**config.mk**
```make
export PLATFORM = sky130hd
export DESIGN_NAME = pci64_lane_steer
export DESIGN_NICKNAME = d
export VERILOG_FILES = /design/src/rtl/lane_steer_pkg.sv /design/src/rtl/ls_phase_ctrl.sv /design/src/rtl/ls_lane_mux.sv /design/src/rtl/ls_par64.sv /design/src/rtl/pci64_lane_steer.sv
export SDC_FILE = /design/constraint.sdc
export NUM_CORES = 1
export LEC_CHECK = 0
export BUFFER_PORTS_ARGS = -buffer_cell sky130_fd_sc_hd__buf_2
export CAP_MARGIN = 5
export CORE_UTILIZATION = 35
export DETAILED_ROUTE_END_ITERATION = 7
export PLACE_DENSITY = 0.89
export SYNTH_ARGS = -nofsm -noshare
export SYNTH_HDL_FRONTEND = slang
export SYNTH_SLANG_ARGS = --single-unit
```
**constraint.sdc**
```tcl
create_clock -name clk -period 2.8 [get_ports clk]
set_clock_uncertainty 0.1 [all_clocks]
set_input_delay 0.28 -clock clk [delete_from_list [all_inputs] [get_ports clk]]
set_output_delay 0.28 -clock clk [all_outputs]
set_load 0.01 [all_outputs]
```
**src/rtl/lane_steer_pkg.sv**
```systemverilog
package lane_steer_pkg;
  typedef enum logic [1:0] {
    PH_IDLE  = 2'd0,
    PH_CLAIM = 2'd1,
    PH_DATA  = 2'd2
  } ph_state_e;
endpackage

```
**src/rtl/ls_phase_ctrl.sv**
```systemverilog
module ls_phase_ctrl
  import lane_steer_pkg::*;
(
  input  logic      clk,
  input  logic      rst_n,
  input  logic      xfer_start,
  input  logic      xfer_write,
  input  logic      xfer_pref,
  input  logic      devsel_n,
  input  logic      ack64_n,
  input  logic      irdy_n,
  input  logic      trdy_n,
  input  logic      buf_last,
  input  logic      buf_odd,
  output ph_state_e st,
  output logic      wr_mode,
  output logic      req_on,
  output logic      wide,
  output logic      half,
  output logic      drive_wide,
  output logic      beat,
  output logic      pop
);
  ph_state_e st_q, st_d;
  logic wr_q, wr_d, req_q, req_d, wide_q, wide_d, half_q, half_d;
  logic ld_en, end_odd;

  assign end_odd = buf_last & buf_odd;
  assign beat    = (st_q == PH_DATA) & ~irdy_n & ~trdy_n;
  // consume the head word when its last (or only) phase completes
  assign pop     = beat & (wide_q | ~wr_q | half_q | end_odd);
  assign ld_en   = (st_q == PH_IDLE) & xfer_start;

  always_comb begin
    st_d   = st_q;
    wr_d   = wr_q;
    req_d  = req_q;
    wide_d = wide_q;
    half_d = half_q;
    case (st_q)
      PH_IDLE: begin
        if (ld_en) begin
          st_d   = PH_CLAIM;
          wr_d   = xfer_write;
          req_d  = xfer_write | xfer_pref;
          wide_d = 1'b0;
          half_d = 1'b0;
        end
      end
      PH_CLAIM: begin
        if (!devsel_n) begin
          st_d   = PH_DATA;
          wide_d = req_q & ~ack64_n;
        end
      end
      PH_DATA: begin
        if (pop) begin
          half_d = 1'b0;
          if (buf_last) begin
            st_d   = PH_IDLE;
            req_d  = 1'b0;
            wide_d = 1'b0;
          end
        end else if (beat) begin
          half_d = 1'b1;
        end
      end
      default: st_d = PH_IDLE;
    endcase
  end

  always_ff @(posedge clk or negedge rst_n) begin
    if (!rst_n) begin
      st_q   <= PH_IDLE;
      wr_q   <= 1'b0;
      req_q  <= 1'b0;
      wide_q <= 1'b0;
      half_q <= 1'b0;
    end else begin
      st_q   <= st_d;
      req_q  <= req_d;
      wide_q <= wide_d;
      half_q <= half_d;
      if (ld_en) begin
        wr_q <= wr_d;
      end
    end
  end

  always_comb begin
    case (st_q)
      PH_CLAIM: drive_wide = req_q;
      PH_DATA:  drive_wide = wide_q;
      default:  drive_wide = 1'b0;
    endcase
  end

  assign st      = st_q;
  assign wr_mode = wr_q;
  assign req_on  = req_q;
  assign wide    = wide_q;
  assign half    = half_q;
endmodule

```
**src/rtl/ls_lane_mux.sv**
```systemverilog
module ls_lane_mux #(
  parameter int HALF_W = 32,
  localparam int BEH = HALF_W / 8,
  localparam int DW  = 2 * HALF_W,
  localparam int BW  = 2 * BEH
) (
  input  logic          active,
  input  logic          wr_mode,
  input  logic          drive_wide,
  input  logic          half,
  input  logic          end_odd,
  input  logic [DW-1:0] buf_data,
  input  logic [BW-1:0] buf_be,
  output logic [DW-1:0] ad,
  output logic [BW-1:0] cbe,
  output logic          hi_en
);
  logic [HALF_W-1:0] d_lo, d_hi;
  logic [BEH-1:0]    b_lo, b_hi, b_hi_m;

  assign d_lo = buf_data[HALF_W-1:0];
  assign d_hi = buf_data[DW-1:HALF_W];
  assign b_lo = buf_be[BEH-1:0];
  assign b_hi = buf_be[BW-1:BEH];

  // upper enables go inactive when the final word has no upper DWORD
  for (genvar g = 0; g < BEH; g++) begin : g_mask
    assign b_hi_m[g] = end_odd | b_hi[g];
  end

  assign hi_en = active & drive_wide;

  always_comb begin
    ad  = '0;
    cbe = '0;
    if (active && wr_mode) begin
      if (drive_wide) begin
        ad  = {d_hi, d_lo};
        cbe = {b_hi_m, b_lo};
      end else begin
        ad  = {{HALF_W{1'b0}}, (half ? d_hi : d_lo)};
        cbe = {{BEH{1'b0}}, (half ? b_hi : b_lo)};
      end
    end
  end
endmodule

```
**src/rtl/ls_par64.sv**
```systemverilog
module ls_par64 #(
  parameter int HALF_W = 32,
  localparam int BEH = HALF_W / 8
) (
  input  logic              clk,
  input  logic              rst_n,
  input  logic              gen_en,
  input  logic [HALF_W-1:0] ad_hi,
  input  logic [BEH-1:0]    cbe_hi,
  input  logic              chk_en,
  input  logic [HALF_W-1:0] ad_in_hi,
  input  logic              par64_in,
  output logic              par64,
  output logic              par64_err
);
  logic par_q, par_d, pend_q, exp_q, exp_d, err_q, err_d;

  always_comb begin
    par_d = ^{ad_hi, cbe_hi};
    exp_d = ^{ad_in_hi, cbe_hi};
    err_d = pend_q & (exp_q ^ par64_in);
  end

  always_ff @(posedge clk or negedge rst_n) begin
    if (!rst_n) begin
      par_q  <= 1'b0;
      pend_q <= 1'b0;
      exp_q  <= 1'b0;
      err_q  <= 1'b0;
    end else begin
      if (gen_en) begin
        par_q <= par_d;
      end
      if (chk_en) begin
        exp_q <= exp_d;
      end
      pend_q <= chk_en;
      err_q  <= err_d;
    end
  end

  assign par64     = par_q;
  assign par64_err = err_q;
endmodule

```
**src/rtl/pci64_lane_steer.sv**
```systemverilog
module pci64_lane_steer
  import lane_steer_pkg::*;
#(
  parameter int HALF_W = 32,
  localparam int BEH = HALF_W / 8,
  localparam int DW  = 2 * HALF_W,
  localparam int BW  = 2 * BEH
) (
  input  logic              clk,
  input  logic              rst_n,
  input  logic              xfer_start,
  input  logic              xfer_write,
  input  logic              xfer_pref,
  input  logic              devsel_n,
  input  logic              ack64_n,
  input  logic              irdy_n,
  input  logic              trdy_n,
  input  logic [DW-1:0]     buf_data,
  input  logic [BW-1:0]     buf_be,
  input  logic              buf_last,
  input  logic              buf_odd,
  output logic              buf_pop,
  input  logic [HALF_W-1:0] ad_in_hi,
  input  logic              par64_in,
  output logic              req64_n,
  output logic [DW-1:0]     ad_out,
  output logic [BW-1:0]     cbe_out,
  output logic              hi_en,
  output logic              wide_mode,
  output logic              par64,
  output logic              par64_err
);
  ph_state_e st;
  logic wr_mode, req_on, wide, half, drive_wide, beat, active, in_data;

  ls_phase_ctrl u_ctrl (
    .clk        (clk),
    .rst_n      (rst_n),
    .xfer_start (xfer_start),
    .xfer_write (xfer_write),
    .xfer_pref  (xfer_pref),
    .devsel_n   (devsel_n),
    .ack64_n    (ack64_n),
    .irdy_n     (irdy_n),
    .trdy_n     (trdy_n),
    .buf_last   (buf_last),
    .buf_odd    (buf_odd),
    .st         (st),
    .wr_mode    (wr_mode),
    .req_on     (req_on),
    .wide       (wide),
    .half       (half),
    .drive_wide (drive_wide),
    .beat       (beat),
    .pop        (buf_pop)
  );

  assign active  = (st != PH_IDLE);
  assign in_data = (st == PH_DATA);

  ls_lane_mux #(.HALF_W(HALF_W)) u_mux (
    .active     (active),
    .wr_mode    (wr_mode),
    .drive_wide (drive_wide),
    .half       (half),
    .end_odd    (buf_last & buf_odd),
    .buf_data   (buf_data),
    .buf_be     (buf_be),
    .ad         (ad_out),
    .cbe        (cbe_out),
    .hi_en      (hi_en)
  );

  ls_par64 #(.HALF_W(HALF_W)) u_par (
    .clk       (clk),
    .rst_n     (rst_n),
    .gen_en    (hi_en & wr_mode),
    .ad_hi     (ad_out[DW-1:HALF_W]),
    .cbe_hi    (cbe_out[BW-1:BEH]),
    .chk_en    (beat & ~wr_mode & wide),
    .ad_in_hi  (ad_in_hi),
    .par64_in  (par64_in),
    .par64     (par64),
    .par64_err (par64_err)
  );

  assign req64_n   = ~req_on;
  assign wide_mode = wide;
endmodule

```
==> metrics, run 1 <==
Final Hold Vio Count 0; sequential element share of the synthesized area 12.7%; crit path max-delay cell type dfrtp_1; routed len/inst 12.5 um; Worst Path Class, Setup register to primary output; largest net degree at the start of global routing 38; Routed WL 6.84 mm; number of I/O pins 194; syn nets 412; Area Overhead vs Synth 56.3%; port bufs 193; Worst VDD drop 0.476 mV; # rows 26; Root Driver clkbuf_8; Seq cells post-synth 10; CTS tree built; Tot GR Track Use 21.9%; CTS Buf Count 3; die area 5950 sq um; Routed Antenna Nets 0; clk_lat worst skew 0.24 ns; CORE AREA 5270 sq um; share of the synthesized area in the top cell type 23.9%; Period minus WS final 2.56 ns; Die Width 77.1 um; Overflow after GRT 0; EDFF count, synth 0; layout cell share with drive strength beyond 1 44.1%; routed via count 2,597; DRT Pass-1 Iters 5; Worst-path clk slew 0.05 ns; Final Setup Violations 0; number of antenna diodes 0; vias in the first global route 2,469; # DRC 0; hpwl dp 5.70 mm; Critical Path Source Type register; CP peak stage delay 0.43 ns; status finished clean; Max FO, Critical Path 20; vias per cell 4.73; CP dominant cell by count nand2_1; Rel. slew slack 59.4%; critical path's top delay family buffers and inverters; first-pass GRT wire length 10.7 mm; CP cell instances inv_1 -> ha_1 -> a22o_1 -> nand2_1 -> and2_1 -> buf_4 -> nand2_1 -> a21oi_1 -> buf_2; list of most frequent post-synthesis cells nand2_1 (83), xnor2_1 (54), a21oi_1 (39), and2_1 (34), clkbuf_1 (13); Initial Utilization 37.5%; RSZ-0062 raised after global routing false; Tightest Hold Check Type input port to register; TNS Setup 0 ns; Peak Freq 391 MHz; Max-Cap Viols 0; CP endpoint kind primary output; Critical Path RT 2.42 ns; DR iter-0 viols 42; CTS HTree Levels 1; max-slew violation count 0; synthesized cell area 1980 sq um; top area cells in the synthesized netlist xnor2_1 (24%), nand2_1 (16%), dfrtp_1 (13%); Mean Syn Cell Area 6.79 sq um; leading area contributor after synthesis xnor2_1; Buf/Inv on CP 3; initial antenna violation count 0; synth unique cells 30; top_reg_cell synth dfrtp_1; clock sinks 10; Final period util 91.3%; YS warnings 0; worst slew pin tran 0.609 ns; clock buffer depth 2; nets 601; Async S/R FF share, synth 100%; gpl congestion 0.825; count leader, synth nand2_1; Design Power 2080 uW; Cells after Synth 291; Pleak 0.00175 uW; power density over the cells 674 nW/um^2; WP data arrival 2.18 ns; height of the die 77.1 um
path summary, 6_finish.rpt:
path	start	endpoint	slack (ns)	cells past startpoint
hold / removal	xfer_write	u_ctrl.wr_mode	0.19	2
min in group asynchronous	rst_n	u_par.exp_q	0.33	2
max in group asynchronous	rst_n	u_ctrl.wr_mode	2.08	2
hold reg to reg	u_par.pend_q	u_par.par64_err	0.37	1
setup reg to reg	u_ctrl.st[0]	u_par.exp_q	0.43	8
setup / recovery	u_ctrl.st[0]	ad_out[28]	0.24	9
registers in the layout, indices dropped and copies added (netlist names):
| register | flops |
|---|---|
| u_ctrl.half | 1 |
| u_ctrl.req_on | 1 |
| u_ctrl.st | 2 |
| u_ctrl.wide | 1 |
| u_ctrl.wr_mode | 1 |
| u_par.exp_q | 1 |
| u_par.par64 | 1 |
| u_par.par64_err | 1 |
| u_par.pend_q | 1 |
worst register-to-register path: stages (launching register included):
cell     delay [ns]
dfrtp_1        0.43
inv_1          0.10
ha_1           0.28
a22o_1         0.27
and4b_1        0.21
nand3_1        0.08
xnor3_1        0.40
xnor2_1        0.14
mux2_4         0.26
power breakdown:
part           switching, uW  internal (uW)  total [uW]
clock network           58.3            124         182
logic                    907            735        1640
registers               60.5            196         257
cell usage in the layout, fill, tap and decap left out, types with 4 or more instances in the layout:
cell	n
xor2_1	10
nor2_1	6
buf_2	193
xnor2_1	54
inv_1	4
ha_1	5
o21a_1	4
a21oi_1	39
clkbuf_8	4
nand2_1	83
dfrtp_1	10
and2_1	34
buf_4	5
routing by layer:
layer  vias to the layer above  part of all wire, %  track usage, %
met5                         -                    0               0
met4                         0                  1.6            6.04
met3                        13                  7.1            3.33
met2                       128                   53            45.3
met1                      1151                   38            21.9
li1                       1305                    -               -
final cells by class:
cell class | count | area, sq um
Timing Repair Buffer | 200 | 1030
Fill cell | 512 | 2180
Inverter | 4 | 15.0
Tap cell | 70 | 87.6
Clock buffer | 4 | 55.1
Sequential cell | 10 | 250
Multi-Input combinational cell | 261 | 1650
kinds of logic (layout without fill, tap and decap cells):
group	Yosys count	count (layout)	share of synthesized area [%]
AND/OR/NAND/NOR	133	133	31.5
XOR/XNOR	66	66	30.7
AO/OA/AOI/OAI	52	52	14.8
buffers and inverters	20	208	3.99
flip-flops	10	10	12.7
adder cells (fa/ha/maj)	5	5	3.17
multiplexers	5	5	3.23
through the flow:
stage | cell area, sq um | utilization (%) | instances | setup slack [ns] | hold WS [ns]
floorplan | 1980 | - | 291 | 0.555 | -0.116
global placement | 3020 | 57.4 | 544 | 0.570 | 0.0485
detailed placement | 3020 | 57.4 | 544 | 0.411 | 0.0516
CTS | 3090 | 58.6 | 549 | 0.237 | 0.192
global route | 3090 | 58.6 | 549 | 0.0665 | 0.201
finish | 3090 | 58.6 | 549 | 0.243 | 0.192
repair_timing:
item / CTS / global route
setup buffers: 0 / 0
setup endpoints to repair: 0 / 0
hold buffers: 1 / 0
hold endpoints to repair: 10 / 0
resized for setup: 0 / 0
No activity file was read; power rests on OpenSTA's default activity.
==> inputs of run 2 (changes only) <==
--- a/config.mk
+++ b/config.mk
@@ -5,11 +5,12 @@
 export SDC_FILE = /design/constraint.sdc
 export NUM_CORES = 1
 export LEC_CHECK = 0
+export ABC_AREA = 1
 export BUFFER_PORTS_ARGS = -buffer_cell sky130_fd_sc_hd__buf_2
 export CAP_MARGIN = 5
 export CORE_UTILIZATION = 35
 export DETAILED_ROUTE_END_ITERATION = 7
-export PLACE_DENSITY = 0.89
+export PLACE_DENSITY = 0.83
 export SYNTH_ARGS = -nofsm -noshare
 export SYNTH_HDL_FRONTEND = slang
 export SYNTH_SLANG_ARGS = --single-unit
==> run 2 against run 1 <==
Critical endpoint is now ad_out[20]; wire length is 20% higher; global-route usage is 2.3 points lower; clock power hardly changed; register-to-register slack worse by 0.16 ns; combinational power is 13% higher; die area is 26% higher; largest cell class unchanged; sequential power is 10% lower; core utilization is 5.7 points lower; highest routed layer unchanged.
==> metrics, run 2 <==
status finished clean; Overflow after GRT 0 (unchanged); net switching power figure 1260 uW (+22%); WP data arrival 2.20 ns (+0.02 ns); R2R setup slack 0.27 ns (-0.16 ns); initial antenna violation count 0 (unchanged); Fillers 730 (+43%); EDFF count, synth 0 (unchanged); number of antenna diodes 0 (unchanged); gpl congestion 0.858 (+3.9%); dpl cells 776 (+43%); area of placed instances 3550 sq um (+17%); clock share of power 8.0% (-0.7 points); count leader, synth nand2_1; Die Width 86.6 um (+12%); RR Endpoint u_par.par64; Max-Cap Viols 0 (unchanged); list of most frequent post-synthesis cells nand2_1 (183), inv_1 (64), nor2_1 (64), a21oi_1 (44), o21ai_0 (43); Final period util 92.0% (+0.66 points); Critical Path Source Type register; Rel. slew slack 69.6% (+10 points); Tot GR Track Use 19.6% (-2.3 points); synth unique cells 25 (-17%); sw frac 55.5% (+6.2 points); Design Power 2260 uW (+8.7%); most frequent cells in the layout buf_2 (193), nand2_1 (182), inv_1 (63), nor2_1 (63), a21oi_1 (44); Initial Utilization 36.5% (-1.0 points); synthesized cell area 2510 sq um (+27%); largest net degree at the start of global routing 46 (+21%); vias per cell 4.70 (-0.67%); max-slew violation count 0 (unchanged); leading cell type in the layout, fill and taps excluded buf_2; Period minus WS final 2.58 ns (+0.0186 ns); clk_lat worst skew 0.24 ns (about the same); Comb pwr share 81.8% (+2.9 points); Area Overhead vs Synth 45.1%; CTS Buf Count 3 (unchanged); YS warnings 0 (unchanged); Hold Path Depth 2 (unchanged); power density over the cells 622 nW/um^2 (-7.6%); Critical Path RT 2.42 ns (about the same); Non-Filler Instances 783 (+43%); leading area contributor after synthesis nand2_1; clock sinks 10 (unchanged); CP endpoint kind primary output; Multi-input gate area 1910 sq um (+16%); Worst-path clk slew 0.04 ns (about the same); Final Hold Vio Count 0 (unchanged); first-pass GRT wire length 12.0 mm (+12%); CTS HTree Levels 1 (unchanged); Pleak 0.00225 uW (+28%); Int Pwr 1010 uW (-4.5%); # DRC 0 (unchanged); Largest register FFs 2 (unchanged); Max FO, Critical Path 45 (+130%); Root Driver clkbuf_8; CTS tree built; Worst Reg-to-Reg Cells 17 (+9); port bufs 193 (unchanged); clock buffer depth 2 (unchanged); layout cell share with drive strength beyond 1 31.7% (-12 points); top area cells in the synthesized netlist nand2_1 (27%), dfrtp_1 (10%), inv_1 (9.6%); register area 250 sq um (unchanged); top_reg_cell synth dfrtp_1; Worst Path Class, Setup register to primary output; DRT Pass-1 Iters 4 (-1); Async S/R FF share, synth 100% (unchanged); Final Cell Area 3640 sq um (+18%); share of power burned in registers 10.2% (-2.1 points); Cells after Synth 499 (+71%); Routed Antenna Nets 0 (unchanged); hpwl dp 6.92 mm (+21%); RSZ-0062 raised after global routing false; nets 809 (+35%); Tightest Hold Check Type input port to register; DR iter-0 viols 88 (+110%); sequential element share of the synthesized area 9.99% (-2.7 points); Seq cells post-synth 10 (unchanged); Routed WL 8.18 mm (+20%); Peak Freq 388 MHz (-0.72%); worst slew pin tran 0.454 ns (-0.155 ns); Worst VDD drop 0.509 mV (+6.8%); Hold Path Origin ack64_n; share of the synthesized area in the top cell type 27.4% (+3.5 points); # rows 30 (+15%); routed len/inst 10.4 um (-16%); CORE AREA 6870 sq um (+30%); Mean Syn Cell Area 5.02 sq um (-26%); syn nets 620 (+50%); TNS Setup 0 ns (unchanged); reg2reg start u_ctrl.st[0]; Final Setup Violations 0 (unchanged); die area 7500 sq um (+26%); routed via count 3,679 (+42%); number of I/O pins 194 (unchanged); vias in the first global route 3,002 (+22%); Min-Delay Endpoint u_ctrl.wide; height of the die 86.6 um (+12%)
==> run 2: changes by cell type after synthesis, sizes merged, moves of 19 or more <==
cell,before,now
o21ai,2,43
nand3,1,20
nand2,83,184
xnor2,54,22
nor2,6,71
inv,4,65
and2,35,0
==> run 2: cell families after synthesis <==
group / synth area share (%)
xor+xnor: 9.79
buf+inv: 14.2
fa+ha+maj: 2.50
simple gates: 44.9
compound gates: 18.7
flops: 9.99
==> run 2: stage by stage <==
stage          utilization, %  hold WS (ns)  worst slack, ns
2_1_floorplan               -        -0.116            0.480
6_report                 52.9         0.138            0.224
3_5_place_dp             51.6        0.0558            0.240
5_1_grt                  52.9         0.128           0.0115
4_1_cts                  52.6         0.133           0.0572
3_3_place_gp             51.6        0.0553            0.373
==> run 2: area by class of cell <==
class / instances / share of cell area, %
multi-input cells: 406 / 52.5
well taps: 96 / 3.30
repair buffers: 202 / 28.9
inverters: 65 / 6.81
flip-flops and latches: 10 / 6.88
clock buffers: 4 / 1.51
==> run 2: worst max-delay path by stage <==
stage | start | to | slack [ns] | cells past startpoint
after floorplan | u_ctrl.st[0] | ad_out[28] | 0.48 | 11
after global placement | u_ctrl.st[0] | u_par.par64 | 0.37 | 16
after detailed placement | u_ctrl.st[0] | u_par.par64 | 0.24 | 16
after CTS | u_ctrl.st[0] | ad_out[5] | 0.06 | 11
after global routing | u_ctrl.st[0] | u_par.par64 | 0.01 | 17
final | u_ctrl.st[0] | ad_out[20] | 0.22 | 11
==> run 2: power by group through the flow <==
stage	Combinational, uW	Clock [uW]	Sequential (uW)
final	1850	181	231
after global routing	2060	195	236
after CTS	1840	185	230
after detailed placement	1830	0	231
after global placement	1760	0	231
after floorplan	1220	0	227
==> run 2: repair_timing <==
item | CTS | global route
setup buffers | 0 | 2
hold endpoints to repair | 10 | 0
setup endpoints to repair | 0 | 34
resized for setup | 0 | 3
hold buffers | 1 | 0
==> run 2: routing by layer <==
metal | vias up | global-route usage, % | share of wire [%]
li1 | 1930 | - | -
met1 | 1607 | 19.7 | 40
met2 | 130 | 41.5 | 53
met3 | 12 | 2.19 | 5.7
met4 | 0 | 5.45 | 1.5
met5 | - | 0 | 0
==> run 2: worst max-delay path: stages (launching register included) <==
cell	delay, ns
dfrtp_1	0.41
inv_1	0.09
ha_1	0.25
nand2_1	0.08
nand2_1	0.11
nand2_2	0.12
clkinvlp_4	0.12
nor2_4	0.14
buf_12	0.20
o21ai_0	0.11
a21oi_1	0.18
buf_2	0.16
==> inputs of run 3 (changes only) <==
--- a/config.mk
+++ b/config.mk
@@ -8,6 +8,7 @@
 export ABC_AREA = 1
 export BUFFER_PORTS_ARGS = -buffer_cell sky130_fd_sc_hd__buf_2
 export CAP_MARGIN = 5
+export CORE_ASPECT_RATIO = 0.8
 export CORE_UTILIZATION = 35
 export DETAILED_ROUTE_END_ITERATION = 7
 export PLACE_DENSITY = 0.83
==> constraint.sdc (replaced) <==
create_clock -name clk -period 2.48 [get_ports clk]
set_clock_uncertainty 0.1 [all_clocks]
set_input_delay 0.248 -clock clk [delete_from_list [all_inputs] [get_ports clk]]
set_output_delay 0.248 -clock clk [all_outputs]
set_load 0.01 [all_outputs]
==> run 3 against run 2 <==
Wire length grew 25%; critical path type unchanged; via count grew 7.7%; die area is essentially flat; critical endpoint is now ad_out[3]; core utilization grew 8.5 points; final area grew 17%; first-iteration DRC count grew 110%; power grew 44%.
==> metrics, run 3 (synthesis results as in run 2) <==
initial antenna violation count 0 (unchanged); Period minus WS final 2.42 ns; crit path max-delay cell type dfrtp_2; most frequent cells in the layout buf_2 (193), nand2_1 (171), inv_1 (61), nor2_1 (50), a21oi_1 (39); WP data arrival 2.07 ns (-0.13 ns); Rel. slew slack 72.7% (+3.1 points); CTS HTree Levels 1 (unchanged); Final Core Density 61.5% (+8.5 points); Non-Filler Instances 799 (+2.0%); # DRC 0 (unchanged); Critical Path RT 2.13 ns (-0.29 ns); Design Power 3270 uW (+44%); status finished clean; number of antenna diodes 0 (unchanged); number of I/O pins 194 (unchanged); Worst-path clk slew 0.05 ns (about the same); CORE AREA 6890 sq um (+0.33%); routed len/inst 12.8 um (+23%); # rows 27 (-10%); gpl congestion 0.863 (+0.66%); Overflow after GRT 0 (unchanged); max-slew violation count 0 (unchanged); CP endpoint kind primary output; leading cell type in the layout, fill and taps excluded buf_2; Routed WL 10.3 mm (+25%); worst slew pin tran 0.407 ns (-0.0464 ns); CTS Buf Count 3 (unchanged); CP cell instances inv_4 -> ha_4 -> nand2_4 -> nand2_4 -> nand2_4 -> clkinvlp_4 -> nor2_4 -> buf_4 -> buf_12 -> buf_16 -> buf_12 -> a21oi_2 -> buf_2; Tightest Hold Check Type input port to register; Max-Cap Viols 0 (unchanged); CP dominant cell by count nand2_4; largest net degree at the start of global routing 29 (-37%); routed via count 3,962 (+7.7%); Final Hold Vio Count 0 (unchanged); CP peak stage delay 0.45 ns (+0.04 ns); Final Setup Violations 0 (unchanged); Pleak 0.00247 uW (+9.8%); die area 7500 sq um (about the same); clock sinks 10 (unchanged); Final Cell Area 4240 sq um (+17%); Peak Freq 414 MHz; vias per cell 4.96 (+5.5%); first-pass GRT wire length 14.9 mm (+24%); port bufs 193 (unchanged); layout cell share with drive strength beyond 1 39.5% (+7.7 points); Max FO, Critical Path 4 (-91%); dpl cells 770 (-0.77%); Worst Path Class, Setup register to primary output; power density over the cells 771 nW/um^2 (+24%); vias in the first global route 3,335 (+11%); Initial Utilization 36.4% (-0.12 points); WHS 0.109 ns (-0.0288 ns); Area Overhead vs Synth 69.0%; Tot GR Track Use 23.8% (+4.2 points); height of the die 77.7 um (-10%); Die Width 96.6 um (+12%); Critical Path Source Type register; DR iter-0 viols 189 (+110%); nets 834 (+3.1%); clock buffer depth 2 (unchanged); area of placed instances 3570 sq um (+0.67%); clk_lat worst skew 0.24 ns (about the same); CTS tree built; Final period util 97.5%; Largest register FFs 2 (unchanged); DRT Pass-1 Iters 5 (+1); RSZ-0062 raised after global routing true; hpwl dp 7.42 mm (+7.3%); Root Driver clkbuf_8; Worst VDD drop 0.452 mV (-11%); Routed Antenna Nets 0 (unchanged)
==> run 3: cell types whose count changed in the layout (fill, tap and decap cells not counted), moves of 4 or more <==
cell,before,now
a21oi_1,44,39
a21oi_2,0,4
buf_12,1,6
buf_4,6,15
clkbuf_16,0,5
nand2_1,182,171
nand2_2,2,10
nor2_1,63,50
nor2_4,2,15
o21ai_0,43,37
o21ai_1,0,4
==> run 3: area by class of cell <==
type / instances / area, sq um
fillers: 665 / 2660
multi-input cells: 406 / 2130
repair buffers: 227 / 1440
flip-flops and latches: 10 / 251
inverters: 65 / 250
well taps: 87 / 109
clock buffers: 4 / 55.1
==> run 3: stage by stage <==
stage          TNS (ns)  setup WS (ns)
3_5_place_dp    -0.0278        -0.0278
2_1_floorplan         0          0.192
4_1_cts         -0.0549        -0.0123
3_3_place_gp          0         0.0758
6_report              0         0.0620
5_1_grt          -0.198        -0.0818
==> run 3: metal layers <==
metal | share of wire, % | global-route usage [%] | vias up
li1 | - | - | 1982
met1 | 42 | 28.5 | 1765
met2 | 50 | 45.6 | 194
met3 | 6.9 | 2.43 | 21
met4 | 1.7 | 5.22 | 0
met5 | 0 | 0 | -
==> run 3: final timing paths <==
kind / from / endpoint / slack [ns] / cells after the start
max in group asynchronous: rst_n / u_ctrl.st[1] / 1.75 / 2
min in group asynchronous: rst_n / u_ctrl.wr_mode / 0.30 / 2
min reg2reg: u_par.pend_q / u_par.par64_err / 0.38 / 2
max reg2reg: u_ctrl.st[1] / u_par.par64 / 0.09 / 19
max: u_ctrl.st[1] / ad_out[3] / 0.06 / 13
min: ack64_n / u_ctrl.wide / 0.11 / 2
==> run 3: what timing repair did <==
item                                    CTS  global route
pin swaps                                 5            13
endpoints found under the setup margin   37            38
resized for setup                        19            60
cloned                                    4             5
hold endpoints to repair                 10             0
hold buffers                              1             0
setup buffers                             6            12
==> run 3: power breakdown <==
group          internal (uW)  total (uW)  switching, uW
combinational           1210        2780           1570
clock                    140         212           71.7
sequential               217         274           57.1
==> run 3: critical path: cells and delay by family, from the launching register on <==
| kind | cells | cell delay (ns) |
|---|---|---|
| AO/OA/AOI/OAI | 1 | 0.14 |
| buffers and inverters | 7 | 0.87 |
| AND/OR/NAND/NOR | 4 | 0.25 |
| adder cells (fa/ha/maj) | 1 | 0.14 |
| flip-flops | 1 | 0.45 |
